<file path="config.mk">
export PLATFORM = sky130hd
export DESIGN_NAME = flash_pause_ctrl
export DESIGN_NICKNAME = d
export VERILOG_FILES = /design/src/rtl/fpc_pkg.sv /design/src/rtl/fpc_engine.sv /design/src/rtl/fpc_control.sv /design/src/rtl/fpc_datapath.sv /design/src/rtl/flash_pause_ctrl.sv
export SDC_FILE = /design/constraint.sdc
export NUM_CORES = 1
export LEC_CHECK = 0
export BUFFER_PORTS_ARGS = -buffer_cell sky130_fd_sc_hd__buf_4
export CAP_MARGIN = 20
export CORE_MARGIN = 5
export CORE_UTILIZATION = 32
export DETAILED_ROUTE_END_ITERATION = 12
export GPL_ROUTABILITY_DRIVEN = 0
export PLACE_DENSITY = 0.48
export SLEW_MARGIN = 20
export SYNTH_ARGS = -nofsm -noshare
export SYNTH_HDL_FRONTEND = slang
export SYNTH_SLANG_ARGS = --single-unit
</file>
<file path="constraint.sdc">
create_clock -name clk -period 3.01 [get_ports clk]
set_input_delay 0.602 -clock clk [delete_from_list [all_inputs] [get_ports clk]]
set_output_delay 0.602 -clock clk [all_outputs]
set_load 0.02 [all_outputs]
</file>
<file path="src/rtl/fpc_pkg.sv">
package fpc_pkg;

  typedef enum logic [2:0] {
    ST_IDLE,
    ST_SETUP,
    ST_BUSY,
    ST_PEND,
    ST_SUSP
  } ctlState_e;

  localparam logic [7:0] CMD_SETUP   = 8'h40;
  localparam logic [7:0] CMD_SUSPEND = 8'hB0;
  localparam logic [7:0] CMD_RESUME  = 8'hD0;
  localparam logic [7:0] CMD_RDARRAY = 8'hFF;
  localparam logic [7:0] CMD_RDSTAT  = 8'h70;

  localparam int STAT_READY_BIT = 7;
  localparam int STAT_SUSP_BIT  = 2;

  // strobes from control to datapath
  typedef struct packed {
    logic startProg;
    logic setReady;
    logic clrReady;
    logic setSusp;
    logic clrSusp;
    logic selArray;
    logic selStatus;
  } dpStrobe_t;

endpackage

</file>
<file path="src/rtl/fpc_engine.sv">
// Behavioural stand-in for the program algorithm: counts progress and
// reaches a pause safe point a fixed number of cycles after a request.
module fpc_engine #(
  parameter int PROG_CYCLES = 20,
  parameter int SUSP_LAT    = 4
) (
  input  logic clk,
  input  logic rstN,
  input  logic start,
  input  logic pauseReq,
  output logic engDone,
  output logic engAck
);

  localparam int PW = (PROG_CYCLES > 1) ? $clog2(PROG_CYCLES) : 1;
  localparam int LW = $clog2(SUSP_LAT + 1);
  localparam logic [PW-1:0] PROG_LAST = PW'(PROG_CYCLES - 1);
  localparam logic [LW-1:0] LAT_LAST  = LW'(SUSP_LAT - 1);

  logic          running;
  logic          paused;
  logic [PW-1:0] progCnt;
  logic [LW-1:0] latCnt;

  assign engDone = running && !paused && (progCnt == PROG_LAST);
  assign engAck  = running && pauseReq && !paused && !engDone && (latCnt == LAT_LAST);

  always_ff @(posedge clk) begin
    if (!rstN) begin
      running <= 1'b0;
      paused  <= 1'b0;
      progCnt <= '0;
      latCnt  <= '0;
    end else if (start) begin
      running <= 1'b1;
      paused  <= 1'b0;
      progCnt <= '0;
      latCnt  <= '0;
    end else if (running) begin
      if (engDone) begin
        running <= 1'b0;
        latCnt  <= '0;
      end else begin
        if (!paused) progCnt <= progCnt + 1'b1;
        if (pauseReq && !paused) begin
          if (engAck) paused <= 1'b1;
          else        latCnt <= latCnt + 1'b1;
        end
        if (!pauseReq) begin
          paused <= 1'b0;
          latCnt <= '0;
        end
      end
    end
  end

endmodule

</file>
<file path="src/rtl/fpc_control.sv">
module fpc_control
  import fpc_pkg::*;
(
  input  logic       clk,
  input  logic       rstN,
  input  logic       busWe,
  input  logic [7:0] cmdByte,
  input  logic       engDone,
  input  logic       engAck,
  output dpStrobe_t  strb,
  output logic       pauseReq
);

  ctlState_e state, stateNext;

  always_comb begin
    stateNext = state;
    strb      = '0;
    unique case (state)
      ST_IDLE: begin
        if (busWe) begin
          if (cmdByte == CMD_SETUP) begin
            stateNext      = ST_SETUP;
            strb.selStatus = 1'b1;
          end else if (cmdByte == CMD_RDARRAY) begin
            strb.selArray = 1'b1;
          end else if (cmdByte == CMD_RDSTAT) begin
            strb.selStatus = 1'b1;
          end
        end
      end
      ST_SETUP: begin
        if (busWe) begin
          stateNext      = ST_BUSY;
          strb.startProg = 1'b1;
          strb.clrReady  = 1'b1;
          strb.selStatus = 1'b1;
        end
      end
      ST_BUSY: begin
        if (engDone) begin
          stateNext     = ST_IDLE;
          strb.setReady = 1'b1;
        end else if (busWe && cmdByte == CMD_SUSPEND) begin
          stateNext      = ST_PEND;
          strb.selStatus = 1'b1;
        end
      end
      ST_PEND: begin
        if (engDone) begin
          stateNext     = ST_IDLE;
          strb.setReady = 1'b1;
        end else if (engAck) begin
          stateNext     = ST_SUSP;
          strb.setReady = 1'b1;
          strb.setSusp  = 1'b1;
        end
      end
      ST_SUSP: begin
        if (busWe) begin
          if (cmdByte == CMD_RDARRAY) begin
            strb.selArray = 1'b1;
          end else if (cmdByte == CMD_RDSTAT) begin
            strb.selStatus = 1'b1;
          end else if (cmdByte == CMD_RESUME) begin
            stateNext      = ST_BUSY;
            strb.clrReady  = 1'b1;
            strb.clrSusp   = 1'b1;
            strb.selStatus = 1'b1;
          end
        end
      end
      default: stateNext = ST_IDLE;
    endcase
  end

  always_ff @(posedge clk) begin
    if (!rstN) state <= ST_IDLE;
    else       state <= stateNext;
  end

  assign pauseReq = (state == ST_PEND) || (state == ST_SUSP);

endmodule

</file>
<file path="src/rtl/fpc_datapath.sv">
module fpc_datapath
  import fpc_pkg::*;
#(
  parameter int ADDR_W = 4,
  parameter int DATA_W = 8
) (
  input  logic              clk,
  input  logic              rstN,
  input  dpStrobe_t         strb,
  input  logic              engDone,
  input  logic [ADDR_W-1:0] busAddr,
  input  logic [DATA_W-1:0] busWdata,
  output logic [DATA_W-1:0] rdData,
  output logic [7:0]        statusOut,
  output logic              readArray
);

  localparam int DEPTH = 1 << ADDR_W;

  logic [DATA_W-1:0] memArr [DEPTH];
  logic [ADDR_W-1:0] progAddr;
  logic [DATA_W-1:0] progData;
  logic              statReady;
  logic              statSusp;

  // captured program target
  always_ff @(posedge clk) begin
    if (!rstN) begin
      progAddr <= '0;
      progData <= '0;
    end else if (strb.startProg) begin
      progAddr <= busAddr;
      progData <= busWdata;
    end
  end

  // array storage, only written at program completion
  always_ff @(posedge clk) begin
    if (!rstN) begin
      for (int i = 0; i < DEPTH; i++) memArr[i] <= DATA_W'(i * 29 + 7);
    end else if (engDone) begin
      memArr[progAddr] <= progData;
    end
  end

  always_ff @(posedge clk) begin
    if (!rstN) begin
      statReady <= 1'b1;
      statSusp  <= 1'b0;
      readArray <= 1'b1;
    end else begin
      if (strb.setReady)      statReady <= 1'b1;
      else if (strb.clrReady) statReady <= 1'b0;
      if (strb.setSusp)       statSusp  <= 1'b1;
      else if (strb.clrSusp)  statSusp  <= 1'b0;
      if (strb.selArray)       readArray <= 1'b1;
      else if (strb.selStatus) readArray <= 1'b0;
    end
  end

  always_comb begin
    statusOut = '0;
    statusOut[STAT_READY_BIT] = statReady;
    statusOut[STAT_SUSP_BIT]  = statSusp;
  end

  assign rdData = readArray ? memArr[busAddr] : DATA_W'(statusOut);

endmodule

</file>
<file path="src/rtl/flash_pause_ctrl.sv">
module flash_pause_ctrl
  import fpc_pkg::*;
#(
  parameter int ADDR_W      = 4,
  parameter int DATA_W      = 8,
  parameter int PROG_CYCLES = 20,
  parameter int SUSP_LAT    = 4
) (
  input  logic              clk,
  input  logic              rstN,
  input  logic              busWe,
  input  logic [ADDR_W-1:0] busAddr,
  input  logic [DATA_W-1:0] busWdata,
  output logic [DATA_W-1:0] rdData,
  output logic [7:0]        statusOut,
  output logic              rdyBusy,
  output logic              readArray,
  output logic              pauseReq
);

  dpStrobe_t strb;
  logic      engDone;
  logic      engAck;

  fpc_control u_ctl (
    .clk      (clk),
    .rstN     (rstN),
    .busWe    (busWe),
    .cmdByte  (busWdata[7:0]),
    .engDone  (engDone),
    .engAck   (engAck),
    .strb     (strb),
    .pauseReq (pauseReq)
  );

  fpc_engine #(.PROG_CYCLES(PROG_CYCLES), .SUSP_LAT(SUSP_LAT)) u_eng (
    .clk      (clk),
    .rstN     (rstN),
    .start    (strb.startProg),
    .pauseReq (pauseReq),
    .engDone  (engDone),
    .engAck   (engAck)
  );

  fpc_datapath #(.ADDR_W(ADDR_W), .DATA_W(DATA_W)) u_dp (
    .clk       (clk),
    .rstN      (rstN),
    .strb      (strb),
    .engDone   (engDone),
    .busAddr   (busAddr),
    .busWdata  (busWdata),
    .rdData    (rdData),
    .statusOut (statusOut),
    .readArray (readArray)
  );

  assign rdyBusy = statusOut[STAT_READY_BIT];

endmodule

</file>
==> results of run 1 <==
## metal layers
layer	wire [µm]	vias up	global-route usage
met1	8786	2420	0.2117
met3	1081	10	0.03317
met2	9596	130	0.2547
met5	0	-	0
li1	-	2180	-
met4	94	0	0.02714
## flip-flops by register name, summed over array words and instances, names as in the netlist
register        cells
u_dp.memArr       128
u_dp.progData       8
u_eng.progCnt       5
u_dp.progAddr       4
u_ctl.state         3
u_eng.latCnt        3
u_dp.readArray      1
u_dp.statReady      1
u_dp.statSusp       1
u_eng.paused        1
u_eng.running       1
## kinds of logic after synthesis
| group | Yosys count | synth area share |
|---|---|---|
| simple gates | 242 | 0.1760 |
| flops | 156 | 0.5990 |
| buf+inv | 62 | 0.03965 |
| compound gates | 54 | 0.04476 |
| mux | 47 | 0.1290 |
| xor+xnor | 5 | 0.005958 |
| fa+ha+maj | 3 | 0.005106 |
| other cells | 1 | 0.0005101 |
## critical path: cells and delay by family
family,cells,cell delay [ns]
muxes,2,1.01
and+or+nand+nor,1,0.18
buffers and inverters,3,0.50
## metrics by stage
step	total power [W]	setup WS, ns	instances
6_report	0.005466	0.1012	907
3_3_place_gp	0.003342	0.09366	876
3_5_place_dp	0.003354	0.08963	876
2_1_floorplan	0.003065	0.2448	575
4_1_cts	0.005502	0.08672	907
5_1_grt	0.005678	0.02793	907
## worst min-delay path by stage
stage                                  start  depth (start not counted)                             to  slack, ns
2_1_floorplan  u_dp.progData[2]$_SDFFE_PN0P_                          2  u_dp.progData[2]$_SDFFE_PN0P_       0.44
3_3_place_gp   u_dp.progData[7]$_SDFFE_PN0P_                          2  u_dp.progData[7]$_SDFFE_PN0P_       0.45
3_5_place_dp   u_dp.progData[2]$_SDFFE_PN0P_                          2  u_dp.progData[2]$_SDFFE_PN0P_       0.45
4_1_cts                          busWdata[0]                          3  u_dp.progData[0]$_SDFFE_PN0P_       0.44
5_1_grt                          busWdata[1]                          3  u_dp.progData[1]$_SDFFE_PN0P_       0.45
6_report                         busWdata[0]                          3  u_dp.progData[0]$_SDFFE_PN0P_       0.45
## cell usage in the layout, fill, tap and decap left out, types with 4 or more instances in the layout
cell type,instances
a211oi_1,4
a21oi_1,19
and2_1,49
buf_4,66
clkbuf_16,17
conb_1,6
dfxtp_1,28
edfxtp_1,128
inv_1,10
mux2i_1,7
mux4_2,38
nand2_1,58
nand2b_1,12
nand3_1,7
nand3b_1,4
nand4_1,5
nor2_1,32
nor3_1,22
o21ai_0,16
or2_2,12
or3_1,23
## where the power goes
group          total [W]  internal (W)  switching [W]
sequential       0.00256       0.00240       0.000157
clock            0.00216       0.00129       0.000866
combinational   0.000744      0.000312       0.000432
total            0.00547       0.00401        0.00145
## area by class of cell
type,count,share of cell area
clock buffers,19,0.05040
clock inverters,12,0.01719
inverters,10,0.004370
multi-input cells,357,0.3114
flip-flops and latches,156,0.5127
well taps,285,0.04151
repair buffers,68,0.06235
==> flow_metrics.env, run 1 <==
export IMPL_clk_latency_ns=0.42
export IMPL_nets=628
export IMPL_drv_slew=0
export IMPL_crit_chain="buf_4 -> buf_12 -> mux4_2 -> mux4_2 -> and2_1 -> buf_4"
export IMPL_synthArstFlopShare=0
export IMPL_fp_dieH_um=161.6
export IMPL_syn2layout_area_growth_pct=16.83
export IMPL_core_area_um2=22640
export IMPL_cap_violations=0
export IMPL_r2r_cells=7
export IMPL_max_slew_margin_rel=0.4267
export IMPL_dr_pass1_iters=5
export IMPL_first_iter_violations=301
export IMPL_yosysTopAreaCellShare=0.5228
export IMPL_rows=55
export IMPL_cp_arrival_ns=2.31
export IMPL_start_util=0.3247
export IMPL_cp_endpoint="rdData[4]"
export IMPL_worstSetupPathType="input pin to output pin"
export IMPL_grt_pass1_wl_um=29900
export IMPL_r2r_slack_ns=0.53
export IMPL_syn_inst=570
export IMPL_yosysUniqueCellTypes=54
export IMPL_worstSetupStartpointType="input pin"
export IMPL_final_setup_tns_ns=0
export IMPL_dpl_hpwl_um=13930
export IMPL_synthFlopType="edfxtp_1"
export IMPL_via_count=4740
export IMPL_grt_start_max_net_pins=24
export IMPL_reg2reg_to="u_dp.memArr[15][0]$_SDFFCE_PN0P_"
export IMPL_clock_tree_root_cell="clkbuf_16"
export IMPL_status="complete, no violations"
export IMPL_fillers=2161
export IMPL_hold_buffers=0
export IMPL_area_sequential_um2=4404
export IMPL_finalHoldViolCount=0
export IMPL_critPathLaunch="busAddr[0]"
export IMPL_whs_ns=0.4515
export IMPL_final_area_um2=8589
export IMPL_ioPinCount=34
export IMPL_synth_top_cell_by_area="edfxtp_1"
export IMPL_total_leakage_power_nw=2.700
export IMPL_p_per_area_nw_per_um2=636.3
export IMPL_cp_end_kind="output pin"
export IMPL_drc=0
export IMPL_drive_above_1_share=0.2395
export IMPL_avgViaCountPerCell=5.226
export IMPL_antenna_cells=0
export IMPL_cts_repair_resized=0
export IMPL_cts_buffer_depth=2
export IMPL_fin_skew_ns=0.009541
export IMPL_cts_buffers=17
export IMPL_ys_top_cells_by_area="edfxtp_1 (52%), mux4_2 (12%), dfxtp_1 (7.6%)"
export IMPL_clk_pin_slew_ns=0.06
export IMPL_hold_class="input pin to flop"
export IMPL_synth_seq_cells=156
export IMPL_ant_nets=0
export IMPL_cts_setup_buffers=0
export IMPL_crit_required_ns=2.41
export IMPL_routed_wl_um=19560
export IMPL_grt_overflow_total=0
export IMPL_rsz0062_at_grt="false"
export IMPL_dieArea_um2=26110
export IMPL_fin_util=0.3794
export IMPL_yosysSeqAreaShare=0.5990
export IMPL_placed_cell_area_um2=8009
export IMPL_tightest_slew_ns=0.8588
export IMPL_cp_slowest_cell="mux4_2"
export IMPL_avgSynthCellArea_um2=12.90
export IMPL_grt_usage=0.1537
export IMPL_h_tree_depth=4
export IMPL_yosysWarningCount=0
export IMPL_antenna_found_initial=0
export IMPL_multi_input_area_um2=2675
export IMPL_vdd_drop_max_uv=324.6
export IMPL_rr_startpoint="u_eng.progCnt[0]$_SDFFE_PP0P_"
export IMPL_finalCritPeriodShare=0.9664
export IMPL_grt_pass1_vias=4860
export IMPL_port_buffers=27
export IMPL_setup_viol=0
export IMPL_cts_tree="done"
export IMPL_max_freq_mhz=343.8
export IMPL_synth_edff_count=128
export IMPL_netlist_area_um2=7352
export IMPL_synthTopCellsByCount="edfxtp_1 (128), nand2_1 (58), and2_1 (49), mux4_2 (38), clkbuf_1 (37)"
export IMPL_yosysMostFrequentCell="edfxtp_1"
export IMPL_die_x_um=161.6
export IMPL_avgRoutedWirePerCell_um=21.56
export IMPL_critical_path_max_fanout=21
export IMPL_cts_num_sinks=156
export IMPL_timing_critical_path_slowest_cell_delay_ns=0.52
export IMPL_fin_crit_ns=2.909
Note: power is estimated with default switching activity, not from simulation.
==> inputs of run 2 (changes only) <==
Settings changed: CORE_UTILIZATION 32 to 55, PLACE_DENSITY 0.48 to 0.74.
==> run 2 against run 1 <==
  * Via count up 1.8%
  * Sequential power about the same
  * Power up 1.9%
  * Setup slack better by 0.026 ns
  * Count of clock-buffer cells in the layout down 1
  * Critical path depth unchanged
  * Register-to-register slack worse by 0.34 ns
  * Critical endpoint is now rdData[0]
  * Highest routed layer unchanged
==> flow_metrics.env, run 2 (synthesis results as in run 1) <==
export IMPL_clk_latency_ns=0.43
export IMPL_via_count=4826
export IMPL_finalHoldViolCount=0
export IMPL_dr_pass1_iters=6
export IMPL_crit_required_ns=2.41
export IMPL_clk_pin_slew_ns=0.06
export IMPL_grt_usage=0.2326
export IMPL_pwr_share_clk=0.411
export IMPL_fp_dieH_um=125.6
export IMPL_critical_path_max_fanout=10
export IMPL_vdd_drop_max_uv=425.0
export IMPL_critPathLaunch="busAddr[0]"
export IMPL_regMostFlops="u_dp.memArr"
export IMPL_final_area_um2=8447
export IMPL_h_tree_depth=4
export IMPL_tightest_slew_ns=0.7443
export IMPL_routed_wl_um=17460
export IMPL_rows=42
export IMPL_dpl_hpwl_um=12220
export IMPL_hold_class="input pin to flop"
export IMPL_ioPinCount=34
export IMPL_drive_above_1_share=0.2313
export IMPL_avgViaCountPerCell=6.109
export IMPL_cp_arrival_ns=2.28
export IMPL_max_slew_margin_rel=0.5031
export IMPL_grt_pass1_vias=4999
export IMPL_syn2layout_area_growth_pct=14.89
export IMPL_cts_buffer_depth=2
export IMPL_placed_cell_area_um2=7818
export IMPL_cp_endpoint="rdData[0]"
export IMPL_total_leakage_power_nw=2.690
export IMPL_grtUsageMet2=0.3817
export IMPL_r2r_slack_ns=0.19
export IMPL_finalCritPeriodShare=0.9576
export IMPL_fillers=982
export IMPL_hold_buffers=0
export IMPL_clock_tree_root_cell="clkbuf_16"
export IMPL_grt_pass1_wl_um=27700
export IMPL_cts_repair_resized=0
export IMPL_port_buffers=27
export IMPL_swShare=0.2513
export IMPL_antenna_found_initial=0
export IMPL_reg2reg_to="u_dp.memArr[5][4]$_SDFFCE_PN1P_"
export IMPL_setup_viol=0
export IMPL_core_area_um2=13190
export IMPL_cts_setup_buffers=0
export IMPL_rr_startpoint="u_eng.progCnt[0]$_SDFFE_PP0P_"
export IMPL_dieArea_um2=15780
export IMPL_mostFrequentLayoutCell="edfxtp_1"
export IMPL_grt_start_max_net_pins=32
export IMPL_grt_overflow_total=0
export IMPL_first_iter_violations=614
export IMPL_largestRegisters="u_dp.memArr (128), u_dp.progData (8), u_eng.progCnt (5)"
export IMPL_largest_reg_flops=128
export IMPL_worstSetupStartpointType="input pin"
export IMPL_cts_buffers=17
export IMPL_layout_common_cells="edfxtp_1 (128), nand2_1 (58), buf_4 (56), and2_1 (49), mux4_2 (38)"
export IMPL_fin_skew_ns=0.005687
export IMPL_fin_util=0.6404
export IMPL_use_met1=0.3083
export IMPL_avgRoutedWirePerCell_um=22.10
export IMPL_cts_num_sinks=156
export IMPL_antenna_cells=0
export IMPL_die_x_um=125.6
export IMPL_max_freq_mhz=346.9
export IMPL_top_usage_layer="met2"
export IMPL_nets=619
export IMPL_netSwitchingPower_w=0.001400
export IMPL_cts_tree="done"
export IMPL_seqPwrFrac=0.459
export IMPL_ant_nets=0
export IMPL_rsz0062_at_grt="false"
export IMPL_min_path_cells=3
export IMPL_drv_slew=0
export IMPL_cap_violations=0
export IMPL_final_setup_tns_ns=0
export IMPL_drc=0
export IMPL_start_util=0.5574
export IMPL_status="complete, no violations"
export IMPL_cp_end_kind="output pin"
export IMPL_fin_crit_ns=2.882
export IMPL_dp_cells=758
export IMPL_stdcell_count=790
export IMPL_p_per_area_nw_per_um2=659.2
export IMPL_p_int_w=0.004169
export IMPL_r2r_cells=7
export IMPL_met3_usage=0.05334
export IMPL_combPwrFrac=0.130
export IMPL_worstSetupPathType="input pin to output pin"
run 2: layout make-up:
class	count	area [µm²]	share of cell area
inverters	10	37.54	0.004444
clock inverters	14	200.2	0.02370
repair buffers	59	480.5	0.05688
well taps	176	220.2	0.02607
clock buffers	18	429.2	0.05081
multi-input cells	357	2675	0.3167
flip-flops and latches	156	4404	0.5214
run 2: per-stage QoR:
step           hold WS [ns]  total power, W  worst slack [ns]
3_5_place_dp         0.4490        0.003322            0.1181
3_3_place_gp         0.4425        0.003290            0.1738
4_1_cts              0.4360        0.005583            0.1167
2_1_floorplan        0.4363        0.003065            0.2448
6_report             0.4460        0.005568            0.1277
5_1_grt              0.4543        0.005757           0.08970
run 2: worst max-delay path: stages:
cell and delay (ns):
buf_4 0.15, buf_12 0.16, mux4_2 0.55, mux4_2 0.48
and2_1 0.18, buf_4 0.15
run 2: worst min path at each step:
stage | startpoint | to | slack [ns]
after floorplan | u_dp.progData[2]$_SDFFE_PN0P_ | u_dp.progData[2]$_SDFFE_PN0P_ | 0.44
after global placement | u_dp.progData[4]$_SDFFE_PN0P_ | u_dp.progData[4]$_SDFFE_PN0P_ | 0.44
after detailed placement | u_dp.progData[7]$_SDFFE_PN0P_ | u_dp.progData[7]$_SDFFE_PN0P_ | 0.45
after CTS | busWdata[1] | u_dp.progData[1]$_SDFFE_PN0P_ | 0.44
after global routing | busWdata[4] | u_dp.progData[4]$_SDFFE_PN0P_ | 0.45
final | busWdata[1] | u_dp.progData[1]$_SDFFE_PN0P_ | 0.45
run 2: power by group through the flow:
stage                     Combinational, W  Clock (W)  Sequential, W
after floorplan                   0.000572          0        0.00249
after global placement            0.000703          0        0.00259
after detailed placement          0.000727          0        0.00260
after CTS                         0.000731    0.00230        0.00255
after global routing              0.000788    0.00240        0.00257
final                             0.000726    0.00229        0.00255
run 2: layer usage:
metal	up-vias	wire, µm
li1	2156	-
met1	2364	7019
met2	277	8535
met3	29	1556
met4	0	345
met5	-	0
==> inputs of run 3 (changes only) <==
Clock period 3.01 ns to 3.5 ns, I/O delays scaled along.
==> run 3 against run 2 <==
  * Sequential share of layout area grew 0.10 points
  * Die area is the same
  * Critical endpoint unchanged
  * Global-route usage grew 0.25 points
  * Power shrank 11%
  * Largest power group unchanged
  * Setup slack gained 0.18 ns
==> flow_metrics.env, run 3 (synthesis results as in run 1) <==
export IMPL_stdcell_count=785
export IMPL_max_freq_mhz=313.6
export IMPL_final_setup_tns_ns=0
export IMPL_cp_arrival_ns=2.49
export IMPL_critical_path_max_fanout=10
export IMPL_ioPinCount=34
export IMPL_cts_num_sinks=156
export IMPL_first_iter_violations=424
export IMPL_dieArea_um2=15780
export IMPL_max_slew_margin_rel=0.4843
export IMPL_routed_wl_um=17680
export IMPL_setup_viol=0
export IMPL_die_x_um=125.6
export IMPL_layout_common_cells="edfxtp_1 (128), nand2_1 (58), buf_4 (53), and2_1 (49), mux4_2 (38)"
export IMPL_cp_endpoint="rdData[0]"
export IMPL_clk_latency_ns=0.43
export IMPL_vdd_drop_max_uv=385.3
export IMPL_dpl_hpwl_um=12190
export IMPL_reg2reg_to="u_dp.memArr[4][6]$_SDFFCE_PN1P_"
export IMPL_top_usage_layer="met2"
export IMPL_clock_tree_root_cell="clkbuf_16"
export IMPL_core_area_um2=13190
export IMPL_dr_pass1_iters=5
export IMPL_p_per_area_nw_per_um2=585.6
export IMPL_rr_startpoint="u_eng.progCnt[0]$_SDFFE_PP0P_"
export IMPL_total_leakage_power_nw=2.682
export IMPL_start_util=0.5574
export IMPL_cp_end_kind="output pin"
export IMPL_grt_pass1_wl_um=27750
export IMPL_fin_skew_ns=0.01184
export IMPL_hold_buffers=0
export IMPL_tightest_slew_ns=0.7725
export IMPL_cts_setup_buffers=0
export IMPL_syn2layout_area_growth_pct=14.67
export IMPL_cts_buffers=17
export IMPL_worstSetupStartpointType="input pin"
export IMPL_hold_class="flop to flop"
export IMPL_grt_pass1_vias=4831
export IMPL_mostFrequentLayoutCell="edfxtp_1"
export IMPL_largest_reg_flops=128
export IMPL_regMostFlops="u_dp.memArr"
export IMPL_status="complete, no violations"
export IMPL_antenna_found_initial=1
export IMPL_fp_dieH_um=125.6
export IMPL_whs_ns=0.4552
export IMPL_finalHoldViolCount=0
export IMPL_port_buffers=27
export IMPL_fin_crit_ns=3.189
export IMPL_crit_required_ns=2.80
export IMPL_r2r_slack_ns=0.92
export IMPL_finalPower_w=0.004937
export IMPL_clk_pin_slew_ns=0.06
export IMPL_drive_above_1_share=0.2217
export IMPL_grt_overflow_total=0
export IMPL_nets=614
export IMPL_cap_violations=0
export IMPL_fin_util=0.6392
export IMPL_grt_usage=0.2351
export IMPL_rows=42
export IMPL_avgViaCountPerCell=6.125
export IMPL_dp_cells=753
export IMPL_drv_slew=0
export IMPL_cts_repair_resized=0
export IMPL_grt_start_max_net_pins=34
export IMPL_grtUsageMet2=0.3615
export IMPL_drc=0
export IMPL_finalCritPeriodShare=0.9112
export IMPL_antenna_cells=0
export IMPL_r2r_cells=6
export IMPL_cts_buffer_depth=2
export IMPL_via_count=4808
export IMPL_largestRegisters="u_dp.memArr (128), u_dp.progData (8), u_eng.progCnt (5)"
export IMPL_critPathLaunch="busAddr[0]"
export IMPL_worstSetupPathType="input pin to output pin"
export IMPL_rsz0062_at_grt="false"
export IMPL_met3_usage=0.06520
export IMPL_ant_nets=0
export IMPL_h_tree_depth=4
export IMPL_use_met1=0.3137
export IMPL_cts_tree="done"
export IMPL_avgRoutedWirePerCell_um=22.53
## run 3: changes by cell type in the layout (fill, tap and decap cells not counted), sizes merged
cell / previous run / this run
buf: 59 / 54
bufinv: 5 / 7
clkinvlp: 3 / 1
clkbuf: 18 / 17
clkinv: 6 / 7
## run 3: metrics by stage
step	area (µm²)	setup WS, ns
3_5_place_dp	7755	0.2903
4_1_cts	8431	0.2901
3_3_place_gp	7755	0.3401
6_report	8431	0.3109
2_1_floorplan	7371	0.5388
5_1_grt	8431	0.2139
## run 3: report_power, final
part           leakage, nW  internal [W]  switching [W]
logic                 1.02      0.000260       0.000361
clock network        0.324       0.00140       0.000719
registers             1.33       0.00207       0.000133
## run 3: critical path, cell delays in order
cell    delay [ns]
buf_4         0.23
buf_4         0.24
mux4_2        0.53
mux4_2        0.47
and2_1        0.16
buf_4         0.15
## run 3: worst min path at each step
stage / start / end / slack, ns / depth (start not counted)
2_1_floorplan: u_dp.progData[2]$_SDFFE_PN0P_ / u_dp.progData[2]$_SDFFE_PN0P_ / 0.44 / 2
3_3_place_gp: u_dp.progData[7]$_SDFFE_PN0P_ / u_dp.progData[7]$_SDFFE_PN0P_ / 0.44 / 2
4_1_cts: u_dp.progData[2]$_SDFFE_PN0P_ / u_dp.progData[2]$_SDFFE_PN0P_ / 0.46 / 2
3_5_place_dp: u_dp.progData[2]$_SDFFE_PN0P_ / u_dp.progData[2]$_SDFFE_PN0P_ / 0.45 / 2
6_report: u_dp.progData[2]$_SDFFE_PN0P_ / u_dp.progData[2]$_SDFFE_PN0P_ / 0.46 / 2
5_1_grt: u_dp.progData[2]$_SDFFE_PN0P_ / u_dp.progData[2]$_SDFFE_PN0P_ / 0.47 / 2
## run 3: cell type report
| cell class | count | area, µm² |
|---|---|---|
| timing repair buffer | 54 | 417.9 |
| tap | 176 | 220.2 |
| sequential | 156 | 4404 |
| clock buffer | 17 | 425.4 |
| multi-input combinational | 357 | 2675 |
| clock inverter | 15 | 250.2 |
| inverter | 10 | 37.54 |
| fill | 1012 | 4760 |
## run 3: per-layer routing
metal	vias up	share of wire	routed length (µm)
li1	2151	-	-
met1	2374	0.39	6933
met2	239	0.48	8532
met3	42	0.088	1555
met4	2	0.037	648
met5	-	0.00074	13
